<file path="config.mk">
export PLATFORM = sky130hd
export DESIGN_NAME = txsb_packer
export DESIGN_NICKNAME = d
export VERILOG_FILES = /design/src/rtl/txsb_pkg.sv /design/src/rtl/txsb_ctrl.sv /design/src/rtl/txsb_lane_dec.sv /design/src/rtl/txsb_lanes.sv /design/src/rtl/txsb_packer.sv
export SDC_FILE = /design/constraint.sdc
export NUM_CORES = 1
export LEC_CHECK = 0
export CAP_MARGIN = 40
export CORE_MARGIN = 2
export CORE_UTILIZATION = 46
export CTS_BUF_LIST = sky130_fd_sc_hd__clkbuf_16
export DETAILED_ROUTE_END_ITERATION = 12
export GPL_TIMING_DRIVEN = 0
export PLACE_DENSITY = 0.81
export SYNTH_ARGS = -nofsm -noshare
export SYNTH_HDL_FRONTEND = slang
export SYNTH_HIERARCHICAL = 1
export SYNTH_SLANG_ARGS = --single-unit
</file>
<file path="constraint.sdc">
create_clock -name clk -period 2.1 [get_ports clk]
set_input_delay 0.315 -clock clk [delete_from_list [all_inputs] [get_ports clk]]
set_output_delay 0.315 -clock clk [all_outputs]
set_load 0.02 [all_outputs]
</file>
<file path="src/rtl/txsb_pkg.sv">
package txsb_pkg;
   localparam int unsigned BYTE_W = 8;
   typedef logic [BYTE_W-1:0] byte_t;
   localparam byte_t PRE_FILL = 8'h55;
   localparam byte_t SFD_CODE = 8'hD5;
   localparam int unsigned START_W = 2;

   function automatic int unsigned pos_width(input int unsigned lanes);
      return $clog2(lanes + 1);
   endfunction
endpackage

</file>
<file path="src/rtl/txsb_ctrl.sv">
module txsb_ctrl
   import txsb_pkg::*;
#(
   parameter int unsigned NLANES = 16,
   localparam int unsigned PW = pos_width(NLANES)
) (
   input  logic               clk,
   input  logic               rst_n,
   input  logic               in_valid,
   input  logic               in_last,
   input  logic               pre_en,
   input  logic               tx_ack,
   output logic               in_ready,
   output logic [PW-1:0]      pos_o,
   output logic               wr_byte,
   output logic               wr_pre,
   output logic               clr,
   output logic               full_o,
   output logic [START_W-1:0] start_o
);
   localparam int unsigned HALF = NLANES / 2;
   localparam logic [PW-1:0] P_HALF = PW'(HALF);
   localparam logic [PW-1:0] P_FULL = PW'(NLANES);

   logic [PW-1:0]      pos_q;
   logic               in_frame_q;
   logic               full_q;
   logic [START_W-1:0] start_q;

   logic               at_bound;
   logic               pre_cyc;
   logic               accept;
   logic               closing;
   logic [PW-1:0]      pos_inc;
   logic [PW-1:0]      pos_round;
   logic [START_W-1:0] start_bit;

   always_comb begin
      at_bound  = !in_frame_q && (pos_q == '0 || pos_q == P_HALF);
      pre_cyc   = !full_q && at_bound && in_valid && pre_en;
      in_ready  = !full_q && !pre_cyc;
      accept    = in_valid && in_ready;
      closing   = !full_q && !in_frame_q && (pos_q == P_HALF) && !in_valid;
      pos_inc   = pos_q + 1'b1;
      pos_round = (pos_inc <= P_HALF) ? P_HALF : P_FULL;
      start_bit = (pos_q == '0) ? 2'b10 : 2'b01;
   end

   always_ff @(posedge clk or negedge rst_n) begin
      if (!rst_n) begin
         pos_q      <= '0;
         in_frame_q <= 1'b0;
         full_q     <= 1'b0;
         start_q    <= '0;
      end else if (full_q) begin
         if (tx_ack) begin
            full_q  <= 1'b0;
            pos_q   <= '0;
            start_q <= '0;
         end
      end else if (pre_cyc) begin
         start_q    <= start_q | start_bit;
         in_frame_q <= 1'b1;
         pos_q      <= pos_q + P_HALF;
         full_q     <= (pos_q == P_HALF);
      end else if (accept) begin
         if (at_bound) start_q <= start_q | start_bit;
         in_frame_q <= !in_last;
         if (in_last) begin
            pos_q  <= pos_round;
            full_q <= (pos_round == P_FULL);
         end else begin
            pos_q  <= pos_inc;
            full_q <= (pos_inc == P_FULL);
         end
      end else if (closing) begin
         full_q <= 1'b1;
      end
   end

   assign pos_o   = pos_q;
   assign wr_byte = accept;
   assign wr_pre  = pre_cyc;
   assign clr     = full_q && tx_ack;
   assign full_o  = full_q;
   assign start_o = start_q;

   // a half-open word with no waiting frame is released with its lower half empty
   a_r5_close_half: assert property (@(posedge clk) disable iff (!rst_n)
      closing |=> full_q && (pos_q == P_HALF) && !in_frame_q);

   // after a preamble cycle the frame is open and the next byte goes to a fresh half
   a_r8_pre_opens: assert property (@(posedge clk) disable iff (!rst_n)
      pre_cyc |=> in_frame_q && (start_q != '0));
endmodule

</file>
<file path="src/rtl/txsb_lane_dec.sv">
module txsb_lane_dec
   import txsb_pkg::*;
#(
   parameter int unsigned NLANES = 16,
   localparam int unsigned PW = pos_width(NLANES)
) (
   input  logic [PW-1:0]     pos_i,
   output logic [NLANES-1:0] byte_sel,
   output logic [NLANES-1:0] half_sel
);
   localparam int unsigned HALF = NLANES / 2;

   for (genvar i = 0; i < NLANES; i++) begin : g_lane
      localparam logic [PW-1:0] MY_POS = PW'(NLANES - 1 - i);
      localparam bit IN_UPPER = (i >= HALF);
      assign byte_sel[i] = (pos_i == MY_POS);
      assign half_sel[i] = (pos_i == '0) ? IN_UPPER : !IN_UPPER;
   end
endmodule

</file>
<file path="src/rtl/txsb_lanes.sv">
module txsb_lanes
   import txsb_pkg::*;
#(
   parameter int unsigned NLANES = 16
) (
   input  logic                     clk,
   input  logic                     rst_n,
   input  logic                     clr,
   input  logic                     wr_byte,
   input  logic                     wr_pre,
   input  logic                     last,
   input  byte_t                    byte_in,
   input  logic [NLANES-1:0]        byte_sel,
   input  logic [NLANES-1:0]        half_sel,
   output logic [NLANES*BYTE_W-1:0] data_o,
   output logic [NLANES-1:0]        end_o
);
   localparam int unsigned HALF = NLANES / 2;

   for (genvar i = 0; i < NLANES; i++) begin : g_lane
      localparam bit IS_SFD = ((i % HALF) == 0);
      localparam byte_t PRE_BYTE = IS_SFD ? SFD_CODE : PRE_FILL;
      byte_t d_q;
      logic  e_q;

      always_ff @(posedge clk or negedge rst_n) begin
         if (!rst_n) begin
            d_q <= '0;
            e_q <= 1'b0;
         end else if (clr) begin
            d_q <= '0;
            e_q <= 1'b0;
         end else if (wr_pre && half_sel[i]) begin
            d_q <= PRE_BYTE;
         end else if (wr_byte && byte_sel[i]) begin
            d_q <= byte_in;
            e_q <= last;
         end
      end

      assign data_o[i*BYTE_W +: BYTE_W] = d_q;
      assign end_o[i] = e_q;
   end
endmodule

</file>
<file path="src/rtl/txsb_packer.sv">
module txsb_packer
   import txsb_pkg::*;
#(
   parameter int unsigned NLANES = 16,
   localparam int unsigned DW = NLANES * BYTE_W,
   localparam int unsigned PW = pos_width(NLANES)
) (
   input  logic               clk,
   input  logic               rst_n,
   input  logic               in_valid,
   input  logic [BYTE_W-1:0]  in_data,
   input  logic               in_last,
   output logic               in_ready,
   input  logic               pre_en,
   output logic [DW-1:0]      tx_data,
   output logic [START_W-1:0] tx_start,
   output logic [NLANES-1:0]  tx_end,
   output logic               tx_valid,
   input  logic               tx_ack
);
   if (NLANES < 4 || (NLANES % 2) != 0) begin : g_bad_lanes
      $error("txsb_packer: NLANES must be even and at least 4");
   end

   logic [PW-1:0]     pos;
   logic              wr_byte;
   logic              wr_pre;
   logic              clr;
   logic [NLANES-1:0] byte_sel;
   logic [NLANES-1:0] half_sel;

   txsb_ctrl #(.NLANES(NLANES)) u_ctrl (
      .clk      (clk),
      .rst_n    (rst_n),
      .in_valid (in_valid),
      .in_last  (in_last),
      .pre_en   (pre_en),
      .tx_ack   (tx_ack),
      .in_ready (in_ready),
      .pos_o    (pos),
      .wr_byte  (wr_byte),
      .wr_pre   (wr_pre),
      .clr      (clr),
      .full_o   (tx_valid),
      .start_o  (tx_start)
   );

   txsb_lane_dec #(.NLANES(NLANES)) u_dec (
      .pos_i    (pos),
      .byte_sel (byte_sel),
      .half_sel (half_sel)
   );

   txsb_lanes #(.NLANES(NLANES)) u_lanes (
      .clk      (clk),
      .rst_n    (rst_n),
      .clr      (clr),
      .wr_byte  (wr_byte),
      .wr_pre   (wr_pre),
      .last     (in_last),
      .byte_in  (in_data),
      .byte_sel (byte_sel),
      .half_sel (half_sel),
      .data_o   (tx_data),
      .end_o    (tx_end)
   );

   // a presented word is frozen until acknowledged
   a_r6_hold_stable: assert property (@(posedge clk) disable iff (!rst_n)
      tx_valid && !tx_ack |=> tx_valid && $stable(tx_data) && $stable(tx_start) && $stable(tx_end));

   // no byte is taken while a word waits
   a_r7_ready_low: assert property (@(posedge clk) disable iff (!rst_n)
      tx_valid |-> !in_ready);

   // an acknowledged word is gone in the next cycle
   a_r10_release: assert property (@(posedge clk) disable iff (!rst_n)
      tx_valid && tx_ack |=> !tx_valid);

   // one end per frame, at most one frame per half
   a_r4_end_limit: assert property (@(posedge clk) disable iff (!rst_n)
      tx_valid |-> ($countones(tx_end) <= 2));
endmodule

</file>
# After elaboration in Yosys (flattened, before gate mapping)
# Index checks and enable logic that the tools add are counted.
[op_classes]
muxes = 118
order_cmp = 1
n_addsub = 2
div_mod_pow = 0
n_reduce_logical = 89
shift = 0
n_mul = 0
bitwise_logic = 2
eq_ne = 20
[ops]
columns = ["cell", "n"]
rows = [
  ["$mux 8", 48],
  ["$mux 1", 58],
  ["$reduce_bool 3->1", 18],
  ["$eq 5x4->1 const B", 8],
  ["$reduce_and 2->1", 18],
  ["$reduce_bool 2->1", 17],
  ["$mux 5", 6],
  ["$logic_and 1x1->1", 28],
  ["$eq 5x3->1 const B", 4],
  ["$mux 2", 6],
  ["$eq 5x2->1 const B", 2],
  ["$eq 5x5->1 const B", 2],
  ["$ne 2x2->1 const B", 3],
  ["$add 5x1->5 const B", 1],
  ["$add 5x4->5 const B", 1],
  ["$eq 5x1->1 const B", 1],
  ["$le 5x4->1 const B", 1],
  ["$logic_not 1->1", 5],
  ["$logic_not 5->1", 1],
  ["$reduce_and 3->1", 1],
  ["$or 2x2->2", 1],
  ["$logic_or 1x1->1", 1],
  ["$not 1->1", 1],
]
[word_totals]
rom_bits = 0
latchBits = 0
output_inout_bits = 148
ram_bits = 0
input_bits = 14
register_bits = 153
n_memories = 0

# Depth between registers and ports, before layout
# Gate-level depths: netlist of the first run.
[logic_depth]
depth_word = 13
ltp_mapped = 11

# Modules after synthesis
# Netlist of the first run, hierarchy kept.
[modules_own_cells]
columns = ["mod", "instances", "area_each_um2", "cells_per_inst", "seq_area_each_um2"]
rows = [
  ["txsb_lanes", 1, 6451.2, 698, 3603.5],
  ["txsb_ctrl", 1, 621.8, 72, 225.2],
  ["txsb_lane_dec", 1, 236.5, 39, 0.0],
]

# Worst setup path after synthesis of the first run
# Ideal clock, no wire load.
[synth_timing]
kind = "reg2reg"
start = "register u_ctrl.pos_q[0], in the netlist u_ctrl/pos_o[0]"
end = "register u_lanes.g_lane[11].d_q[0]"
arrival_time_ns = 2.094
n_path_buf = 2
path_stages_with_launch = 12
setup_time_ns = 0.082
slack_ns = -0.076
period_less_slack_ns = 2.176
cell_sequence = "dfrtp_1 -> inv_1 -> ha_1 -> nor4b_4 -> nand3_1 -> inv_1 -> nor2_1 -> buf_6 -> buf_4 -> nand2_2 -> nand2_1 -> a31oi_1"
[synth_via]
elab_chain_len = 11
elab_cells_between_ends = 17
[synth_lines]
columns = ["item", "line", "source"]
rows = [
  ["start: declaration", "txsb_ctrl.sv:25", "logic [PW-1:0] pos_q;"],
  ["start signal: assignment", "txsb_ctrl.sv:64", "pos_q <= pos_q + P_HALF;"],
  ["start signal: assignment", "txsb_ctrl.sv:70", "pos_q <= pos_round;"],
  ["start signal: assignment", "txsb_ctrl.sv:73", "pos_q <= pos_inc;"],
  ["$eq 5x4->1 / $logic_not 5->1 (equally long branches)", "txsb_ctrl.sv:39", "at_bound = !in_frame_q && (pos_q == '0 || pos_q == P_HALF);"],
  ["$logic_or 1x1->1 (*)", "txsb_ctrl.sv:39", ""],
  ["$logic_and 1x1->1 (*)", "txsb_ctrl.sv:39", ""],
  ["$logic_and 1x1->1 (*) (3 in series)", "txsb_ctrl.sv:40", "pre_cyc = !full_q && at_bound && in_valid && pre_en;"],
  ["named net wr_pre", "txsb_packer.sv:27", "logic wr_pre;"],
  ["$logic_not 1->1 (*)", "txsb_ctrl.sv:41", "in_ready = !full_q && !pre_cyc;"],
  ["$logic_and 1x1->1 (*)", "txsb_ctrl.sv:41", ""],
  ["$logic_and 1x1->1 (*)", "txsb_ctrl.sv:42", "accept = in_valid && in_ready;"],
  ["named net wr_byte", "txsb_packer.sv:26", "logic wr_byte;"],
  ["$logic_and 1x1->1 (*)", "txsb_lanes.sv:35", "end else if (wr_byte && byte_sel[i]) begin"],
  ["$reduce_bool 3->1 (no line) (*)", "--", ""],
  ["end signal: assignment", "txsb_lanes.sv:36", "d_q <= byte_in;"],
  ["end: declaration", "txsb_lanes.sv:23", "byte_t d_q;"],
]
# Mark *: on every way through the listed nets, which the timed path passes. The rest lies on a longest branch.
# A chain may end at the register's enable or synchronous reset.

# Final worst setup path of the first run
[layout_timing]
start = "register u_ctrl.full_q, in the netlist u_ctrl/full_o"
end = "register u_lanes.g_lane[9].d_q[2]"
[layout_via]
elab_chain_len = 9
elab_cells_between_ends = 13
[layout_lines]
columns = ["item", "line", "source"]
rows = [
  ["start: declaration", "txsb_ctrl.sv:27", "logic full_q;"],
  ["start signal: assignment", "txsb_ctrl.sv:65", "full_q <= (pos_q == P_HALF);"],
  ["start signal: assignment", "txsb_ctrl.sv:71", "full_q <= (pos_round == P_FULL);"],
  ["start signal: assignment", "txsb_ctrl.sv:74", "full_q <= (pos_inc == P_FULL);"],
  ["$logic_not 1->1", "txsb_ctrl.sv:40", ""],
  ["$logic_and 1x1->1 (3 in series)", "txsb_ctrl.sv:40", ""],
  ["named net wr_pre", "txsb_packer.sv:27", ""],
  ["$logic_not 1->1", "txsb_ctrl.sv:41", ""],
  ["$logic_and 1x1->1", "txsb_ctrl.sv:41", ""],
  ["$logic_and 1x1->1", "txsb_ctrl.sv:42", ""],
  ["named net wr_byte", "txsb_packer.sv:26", ""],
  ["$logic_and 1x1->1", "txsb_lanes.sv:35", ""],
  ["$reduce_bool 3->1 (no line)", "--", ""],
  ["end signal: assignment", "txsb_lanes.sv:36", ""],
  ["end: declaration", "txsb_lanes.sv:23", ""],
]
# The timed path passes the listed nets, and every way through them passes these cells.

==> results of run 1 <==
[worst max-delay path, delay by kind of cell, from the launching register on]
| family | cells | cell delay [ps] |
|---|---|---|
| compound gates | 1 | 230 |
| flops | 1 | 340 |
| buf+inv | 5 | 810 |
| simple gates | 5 | 600 |
[flip-flops by register name (all words and copies together), names as in the netlist]
name and cells:
u_ctrl/in_frame_q 1, u_ctrl/full_o 1, u_ctrl/pos_o 5, u_lanes/g_lane.e_q 16, u_ctrl/start_o 2, u_lanes/g_lane.d_q 128
[cells by family (layout without fill, tap and decap cells)]
family	count (synthesis)	count (layout)	share of synthesized area [%]
DFF	153	153	52.4
adders and majority gates	2	2	0.342
and+or+nand+nor	398	399	24.4
buffers and inverters	90	292	8.23
xor gates and xnor gates	1	1	0.120
muxes	22	22	3.01
AOI/OAI and AO/OA	143	143	11.6
[cell usage after synthesis, drive strengths merged, types with 2 or more instances]
cell type,n,share of area (%)
nand2,296,16
dfrtp,153,52
a31oi,72,6.4
buf,69,7.2
a21oi,59,4.0
nand2b,32,2.7
mux2i,22,3.0
nor2,21,1.1
and2,18,1.7
clkbuf,13,0.67
nor3,10,0.68
inv,8,0.41
nand3,7,0.48
o21ai,6,0.41
nand4,3,0.26
or3,3,0.34
ha,2,0.34
or3b,2,0.24
[power breakdown]
part / switching, µW / total (µW) / internal (µW)
registers: 592 / 4460 / 3860
clock network: 1190 / 3020 / 1830
logic: 3550 / 6640 / 3090
total: 5340 / 14100 / 8780
[area by class of cell]
cell class              count  share of cell area, %
plain buffers              82                   5.94
clock buffers              17                   4.22
clock inverters            15                   1.44
inverters                   8                  0.322
multi-input cells         567                   30.4
flip-flops and latches    153                   38.0
well taps                 216                   2.68
repair buffers            170                   17.0
[per-layer routing]
| layer | global-route usage, % | vias up | part of all wire [%] |
|---|---|---|---|
| li1 | - | 3052 | - |
| met1 | 36.9 | 3214 | 42 |
| met2 | 42.3 | 345 | 47 |
| met3 | 6.97 | 50 | 8.1 |
| met4 | 11.0 | 0 | 3.0 |
| met5 | 0 | - | 0 |
[how the worst min path moves through the flow]
stage               depth (start not counted)                              endpoint                     startpoint
floorplan                                   0               u_ctrl/full_o$_DFF_PN0_                          rst_n
global placement                            2         u_ctrl/start_o[0]$_DFFE_PN0P_  u_ctrl/start_o[0]$_DFFE_PN0P_
detailed placement                          1  u_lanes/g_lane[2].d_q[1]$_DFFE_PN0P_                          rst_n
CTS                                         2  u_lanes/g_lane[9].d_q[7]$_DFFE_PN0P_                          rst_n
global route                                2  u_lanes/g_lane[9].d_q[3]$_DFFE_PN0P_                          rst_n
finish                                      2  u_lanes/g_lane[9].d_q[7]$_DFFE_PN0P_                          rst_n
[timing repair]
action / in CTS / in global routing
setup buffers: 6 / 6
setup endpoints to repair: 145 / 124
resized for setup: 17 / 31
cloned: 1 / 0
hold buffers: 1 / 0
endpoints found under the hold margin: 14 / 0
pin swaps: 2 / 5
[per-stage QoR]
stage / setup WS [ps] / setup TNS, ps
2_1_floorplan: -0.217 / -0.217
3_3_place_gp: -5990 / -886170
3_5_place_dp: -589 / -62020
4_1_cts: -2.02 / -2.02
5_1_grt: -79.4 / -333
6_report: 26.0 / 0
==> reports/metrics.yaml, run 1 <==
status:
  outcome: "finished clean"
synthesis:
  synthArstFlopShare_pct: 100
  syn_nets: 825
  ys_types: 39
  synth_area_um2: 7310
  ys_seq_elements: 153
  syn-instance-count: 809
  syn_avg_cell_area_um2: 9.04
  synth_seq_area_share_pct: 52.4
  ys_warn_count: 6
  synth_flop_cell: "dfrtp_1"
  synth_edf_count: 0
grt:
  grt_max_degree: 84
  antenna_found_initial: 0
  gr-total-overflow: 0
  grt_pass1_wl_um: 34800
  track_usage_pct: 27.3
  grt_pass1_vias: 6493
setup_path:
  crit_fanout: 10
  reg2reg_slack_ps: 30
  cp-start-kind: "flip-flop"
  crit_path_cell_trace: "buf_2 > nor2b_1 > clkbuf_4 > nand3_2 > inv_4 > nor2_4 > buf_6 > and2_1 > buf_6 > nand2_1 > a31oi_1"
  cp.arrival_ps: 2410
  timing.rr.start: "u_ctrl/full_o$_DFF_PN0_"
  worstReg2RegEnd: "u_lanes/g_lane[9].d_q[2]$_DFFE_PN0P_"
  cpMaxStageDelayCell: "dfrtp_1"
  crit_type: "flip-flop to flip-flop"
  cp.required_ps: 2440
  rr_worst_depth: 11
  critPathLaunch: "u_ctrl/full_o$_DFF_PN0_"
  cp_common_cell: "buf_6"
  critPathCapture: "u_lanes/g_lane[9].d_q[2]$_DFFE_PN0P_"
  critPathCaptureType: "flip-flop"
  crit_path_max_incr_delay_ps: 340
layout:
  final_common_cell: "nand2_1"
  stdcell_count: 1228
  nNetsFinal: 1015
  mostFrequentLayoutCells: "262 x nand2_1, 153 x clkdlybuf4s50_1, 149 x dfrtp_1"
  final_cell_area_um2: 10100
  area_delta_synth_final_pct: 38.0
  fill_cells: 1248
  final_util_pct: 64.2
  antenna_cells: 0
  multi_input_area_um2: 3060
  drive_gt1_share_pct: 17.3
  ff_latch_area_um2: 3830
sta:
  slew_viol_final: 0
  worstMarginPinSlew_ps: 941
  fin_crit_ps: 2070
  setup_violations: 0
  finalHoldViolCount: 0
  finalClockSkew_ps: 8.51
  rsz0062_at_grt: "yes"
  fmax_ghz: 0.482
  period_share_pct: 98.8
  holdWs_ps: 266
  relSlewSlack_pct: 37.3
worst_hold_path:
  min_path_type: "input pin to asynchronous set/reset pin"
clocking:
  cts.htree.levels: 4
  cts.clk_slew.worst_paths_ps: 60
  clock-sinks: 153
  root_buffer: "clkbuf_16"
  clockBufferDepth: 2
  cts_tree: "done"
  clock_latency_ps: 430
  cts_buffers: 17
route:
  wl_per_cell_um: 18.6
  drt_wl_total_um: 22800
  vias_per_cell: 5.42
  ant_nets: 0
  via_count: 6661
  dr.pass1.iters: 5
  initialDrtViolationCount: 867
  remaining_drc_errors: 0
place:
  dp.cells: 1182
  numPortBuffers: 155
  place_area_um2: 9250
  gp_congestion: 0.921
  hpwl_um: 15000
die:
  chipHeight_um: 130
  coreArea_um2: 15700
  io_pins: 162
  initial_core_util_pct: 46.5
  std_cell_rows: 46
  die_w_um: 130
  die_area_um2: 16900
run:
  drv_cap: 0
power:
  p_total_uw: 14100
  p_per_area_nw_per_um2: 1400
  p_leak_uw: 0.00455
  peakVddDrop_mv: 0.829
(Power assumes the default switching activity.)
==> run 2, diff against run 1 <==
==> constraint.sdc (replaced) <==
create_clock -name clk -period 1.9 [get_ports clk]
set_input_delay 0.285 -clock clk [delete_from_list [all_inputs] [get_ports clk]]
set_output_delay 0.285 -clock clk [all_outputs]
set_load 0.02 [all_outputs]
==> run 2 against run 1 <==
Net effect:
- the run now ends with setup timing left
- critical path type unchanged
- critical path depth is the same
- largest cell class is now multi-input gates
- via count up 9.6%
- fmax shrank 1.1%
- worst hold slack better by 53 ps
- flip-flop and latch count stayed put
- core utilization increased by 9.2 points
- register-to-register slack lost 220 ps
- clock skew is 1.2 ps lower
- die area unchanged
- critical endpoint is now u_lanes/g_lane[1].d_q[6]$_DFFE_PN0P_
- largest power group unchanged
- global-route usage rose by 0.85 points
- non-clock buffer count rose by 20
==> reports/metrics.yaml, run 2 (synthesis results as in run 1) <==
setup_path:
  crit_fanout: 8
  crit_type: "flip-flop to flip-flop"
  cp.required_ps: 2250
  cp-start-kind: "flip-flop"
  reg2reg_slack_ps: -200
  crit_path_cell_trace: "inv_2 > ha_4 > nor4b_4 > nand3_4 > inv_6 > nor2_4 > buf_12 > buf_16 > nand2_8 > nand2_2 > a31oi_1"
  cp.arrival_ps: 2440
  crit_family: "simple AND/OR/NAND/NOR gates"
  critPathCaptureType: "flip-flop"
  cp_num_buf_inv: 4
  crit_path_max_incr_delay_ps: 420
  cpMaxStageDelayCell: "dfrtp_2"
route:
  via_count: 7301
  remaining_drc_errors: 0
  initialDrtViolationCount: 944
  vias_per_cell: 5.84
  wl_per_cell_um: 21.2
  ant_nets: 0
  drt_wl_total_um: 26500
  dr.pass1.iters: 7
layout:
  mostFrequentLayoutCells: "153 x clkdlybuf4s50_1, 149 x dfrtp_1, 136 x nand2_1"
  ff_latch_area_um2: 3830
  largest_reg_flops: 128
  area_delta_synth_final_pct: 57.8
  regMostFlops: "u_lanes/g_lane.d_q"
  final_util_pct: 73.4
  drive_gt1_share_pct: 40.4
  nNetsFinal: 1038
  final_common_cell: "clkdlybuf4s50_1"
  antenna_cells: 0
  fill_cells: 993
  multi_input_area_um2: 4220
die:
  initial_core_util_pct: 46.5
  coreArea_um2: 15700
  std_cell_rows: 46
  die_w_um: 130
  die_area_um2: 16900
  chipHeight_um: 130
  io_pins: 162
sta:
  setup_violations: 133
  finalClockSkew_ps: 7.28
  relSlewSlack_pct: 28.1
  setup-tns-final_ps: -11090
  period_share_pct: 110
  rsz0062_at_grt: "yes"
  slew_viol_final: 0
  fin_ws_ps: -198
  fin_crit_ps: 2100
  worstMarginPinSlew_ps: 1080
  finalHoldViolCount: 0
  fmax_ghz: 0.477
status:
  failed_checks: "setup timing"
  outcome: "complete, but fails checks"
place:
  numPortBuffers: 155
  hpwl_um: 15000
  gp_congestion: 0.891
  place_ws_ps: -591
power:
  peakVddDrop_mv: 1.13
  p_per_area_nw_per_um2: 1530
  p_total_uw: 17700
  p_leak_uw: 0.00485
grt:
  gr-total-overflow: 0
  grt_pass1_vias: 6511
  antenna_found_initial: 0
  track_usage_pct: 28.1
  grt_max_degree: 88
  grt_pass1_wl_um: 35900
clocking:
  clockBufferDepth: 2
  root_buffer: "clkbuf_16"
  cts_tree: "done"
  cts_buffers: 17
  cts.htree.levels: 4
  clock-sinks: 153
  cts.clk_slew.worst_paths_ps: 60
  clock_latency_ps: 440
worst_hold_path:
  min_path_type: "input pin to flip-flop"
run:
  drv_cap: 0
-- run 2: cell count changes in the layout (fill, tap and decap cells not counted), moves of 7 or more --
cell | before | now
nand2_1 | 262 | 136
nand2_2 | 22 | 103
a21oi_1 | 59 | 8
a21oi_2 | 0 | 51
nand2_4 | 11 | 41
nand2_8 | 1 | 16
buf_4 | 41 | 55
and2_4 | 8 | 20
nand2b_1 | 31 | 19
nand2b_4 | 1 | 13
nor2_1 | 18 | 7
and2_1 | 10 | 0
buf_6 | 18 | 26
nor2_4 | 2 | 9
-- run 2: report_power, final --
| part | switching [µW] | internal [µW] | total, µW |
|---|---|---|---|
| Clock | 1330 | 2150 | 3490 |
| Combinational | 4810 | 4230 | 9040 |
| Sequential | 863 | 4270 | 5140 |
-- run 2: repair_timing --
item	4_1_cts	5_1_grt
endpoints found under the setup margin	145	148
endpoints found under the hold margin	66	0
setup buffers	20	14
gates resized for setup	130	248
cloned	11	4
pin swaps	40	188
hold buffers	1	0
-- run 2: worst register-to-register path: stages, from the launching register on --
cell and delay (ps):
dfrtp_2 420, inv_2 90, ha_4 130, nor4b_4 280
nand3_4 140, inv_6 110, nor2_4 80, buf_12 170
buf_16 170, nand2_8 120, nand2_2 90, a31oi_1 200
-- run 2: worst paths after layout --
kind	start	end	depth (start not counted)
min in group asynchronous	rst_n	u_lanes/g_lane[5].d_q[5]$_DFFE_PN0P_	2
min reg2reg	u_lanes/g_lane[14].d_q[7]$_DFFE_PN0P_	u_lanes/g_lane[14].d_q[7]$_DFFE_PN0P_	2
min	in_data[4]	u_lanes/g_lane[14].d_q[4]$_DFFE_PN0P_	3
max	u_ctrl/pos_o[1]$_DFFE_PN0P_	u_lanes/g_lane[1].d_q[6]$_DFFE_PN0P_	11
max in group asynchronous	rst_n	u_ctrl/pos_o[4]$_DFFE_PN0P_	3
max reg2reg	u_ctrl/pos_o[1]$_DFFE_PN0P_	u_lanes/g_lane[1].d_q[6]$_DFFE_PN0P_	11
-- run 2: area by class of cell --
class	instances	share of cell area, %
Buffer	72	4.85
Clock buffer	17	3.69
Clock inverter	14	1.43
Inverter	8	0.304
Multi-Input combinational cell	570	36.6
Sequential cell	153	33.2
Tap cell	216	2.34
Timing Repair Buffer	200	17.5
-- run 2: per-stage QoR --
step	hold slack (ps)	cells	cell area, µm²
2_1_floorplan	-10.6	809	7400
3_3_place_gp	501	1180	9220
3_5_place_dp	324	1181	9250
4_1_cts	270	1237	10500
5_1_grt	311	1250	11500
6_report	319	1250	11500
-- run 2: layer usage --
layer  track usage (%)  vias up  share of wire [%]
met1              38.6     3629                 39
met5                 0        -                  0
met3              5.25      103                8.2
met4              10.8        0                4.0
met2              44.7      460                 49
li1                  -     3109                  -
==> run 3, diff against run 2 <==
==> constraint.sdc (replaced) <==
create_clock -name clk -period 1.9 [get_ports clk]
set_input_delay 0.285 -clock clk [delete_from_list [all_inputs] [get_ports clk]]
set_output_delay 0.285 -clock clk [all_outputs]
set_load 0.01 [all_outputs]
==> run 3 against run 2 <==
Net effect:
- critical path depth unchanged
- highest routed layer unchanged
- the flow still finishes with violations (setup timing)
- design area down 5.3%
- die area unchanged
- cell count down 0.16%
- non-clock buffer count up 1
- combinational power down 15%
- via count down 3.8%
==> reports/metrics.yaml, run 3 (synthesis results as in run 1) <==
route:
  wl_per_cell_um: 19.6
  vias_per_cell: 5.63
  via_count: 7024
  remaining_drc_errors: 0
  dr.pass1.iters: 5
  drt_wl_total_um: 24400
  initialDrtViolationCount: 861
  ant_nets: 0
place:
  numPortBuffers: 155
  gp_congestion: 0.909
  dp.cells: 1181
  hpwl_um: 15200
setup_path:
  cp.arrival_ps: 2420
  critPathCaptureType: "flip-flop"
  crit_fanout: 8
  cp.required_ps: 2220
  cp_common_cell: "buf_16"
  crit_path_cell_trace: "inv_2 > ha_4 > nor4b_4 > nand3_2 > inv_4 > nor2_4 > buf_16 > buf_16 > nand2_8 > nand2_1 > a31oi_1"
  cp_num_buf_inv: 4
  cp-start-kind: "flip-flop"
  crit_family: "simple AND/OR/NAND/NOR gates"
  cpMaxStageDelayCell: "dfrtp_2"
  crit_type: "flip-flop to flip-flop"
  crit_path_max_incr_delay_ps: 420
layout:
  area_delta_synth_final_pct: 49.3
  nNetsFinal: 1038
  antenna_cells: 0
  regMostFlops: "u_lanes/g_lane.d_q"
  final_util_pct: 69.5
  stdcell_count: 1248
  mostFrequentLayoutCells: "223 x nand2_1, 153 x clkdlybuf4s50_1, 149 x dfrtp_1"
  largest_reg_flops: 128
  final_common_cell: "nand2_1"
  drive_gt1_share_pct: 29.7
clocking:
  cts.clk_slew.worst_paths_ps: 60
  clock_latency_ps: 430
  cts.htree.levels: 4
  root_buffer: "clkbuf_16"
  cts_tree: "done"
  clock-sinks: 153
  cts_buffers: 17
  clockBufferDepth: 2
sta:
  setup_violations: 140
  fin_ws_ps: -197
  slew_viol_final: 0
  finalClockSkew_ps: 8.94
  fin_crit_ps: 2100
  period_share_pct: 110
  finalHoldViolCount: 0
  fmax_ghz: 0.477
  rsz0062_at_grt: "yes"
  worstMarginPinSlew_ps: 933
  relSlewSlack_pct: 37.8
worst_hold_path:
  min_path_type: "input pin to flip-flop"
grt:
  track_usage_pct: 28.5
  grt_pass1_vias: 6706
  gr-total-overflow: 0
  antenna_found_initial: 0
  grt_pass1_wl_um: 36300
  grt_max_degree: 83
status:
  outcome: "complete, but fails checks"
  failed_checks: "setup timing"
die:
  initial_core_util_pct: 46.5
  coreArea_um2: 15700
  io_pins: 162
  die_area_um2: 16900
  chipHeight_um: 130
  die_w_um: 130
  std_cell_rows: 46
power:
  p_leak_uw: 0.00472
  peakVddDrop_mv: 0.902
  p_per_area_nw_per_um2: 1430
run:
  drv_cap: 0
## run 3: cell count changes in the layout (fill, tap and decap cells not counted), moves of 3 or more
cell / before / now
a21oi_1: 8 / 22
a21oi_2: 51 / 37
and2_4: 20 / 17
buf_2: 14 / 18
buf_4: 55 / 52
bufinv_16: 4 / 0
nand2_1: 136 / 223
nand2_2: 103 / 37
nand2_4: 41 / 22
nor2_2: 5 / 8
nor2_4: 9 / 5
## run 3: worst paths after layout
| check | startpoint | to | slack [ps] | cells past startpoint |
|---|---|---|---|---|
| worst max-delay path | u_ctrl/pos_o[0]$_DFFE_PN0P_ | u_lanes/g_lane[1].d_q[0]$_DFFE_PN0P_ | -200 | 11 |
| worst min register to register | u_ctrl/start_o[1]$_DFFE_PN0P_ | u_ctrl/start_o[1]$_DFFE_PN0P_ | 510 | 2 |
| min in group asynchronous | rst_n | u_lanes/g_lane[5].d_q[5]$_DFFE_PN0P_ | 450 | 2 |
| worst min-delay path | in_data[3] | u_lanes/g_lane[15].d_q[3]$_DFFE_PN0P_ | 300 | 3 |
| max in group asynchronous | rst_n | u_lanes/g_lane[4].d_q[5]$_DFFE_PN0P_ | 620 | 3 |
| worst max register to register | u_ctrl/pos_o[0]$_DFFE_PN0P_ | u_lanes/g_lane[1].d_q[0]$_DFFE_PN0P_ | -200 | 11 |
## run 3: area by class of cell
class,count,area [µm²]
Fill cell,1128,4800
Clock inverter,12,50.0
Timing Repair Buffer,198,1980
Clock buffer,17,425
Sequential cell,153,3830
Inverter,8,32.5
Tap cell,216,270
Buffer,75,597
Multi-Input combinational cell,569,3720
## run 3: power breakdown
part	internal (µW)	total, µW	switching [µW]
clock	1590	2880	1280
sequential	4270	4980	704
combinational	3950	7720	3770
total	9820	15600	5760
## run 3: timing repair
item                                    in CTS  in global routing
resized for setup                          103                124
hold buffers                                 1                  0
cloned                                       8                  4
setup buffers                               24                  9
pin swaps                                   17                 79
endpoints found under the setup margin     145                148
hold endpoints to repair                    71                  0
## run 3: worst min-delay path: stages
cell and delay (ps):
clkbuf_1 220, nand2_1 140, a21oi_2 50
## run 3: routing by layer
metal / share of wire [%] / global-route usage (%) / vias to the layer above
li1: - / - / 3104
met1: 41 / 38.1 / 3468
met2: 48 / 44.1 / 392
met3: 8.1 / 6.97 / 60
met4: 2.9 / 12.9 / 0
met5: 0 / 0 / -
## run 3: per-stage QoR
stage	hold WS, ps	cell area [µm²]	setup TNS, ps	total power, µW	worst slack (ps)
after floorplan	-10.6	7400	-14330	8100	-139
after global placement	496	9220	-930240	10900	-6180
after detailed placement	355	9250	-76150	11000	-628
after CTS	256	10400	-879	14900	-88.6
after global routing	309	10900	-18600	16300	-212
final	301	10900	-12410	15600	-197
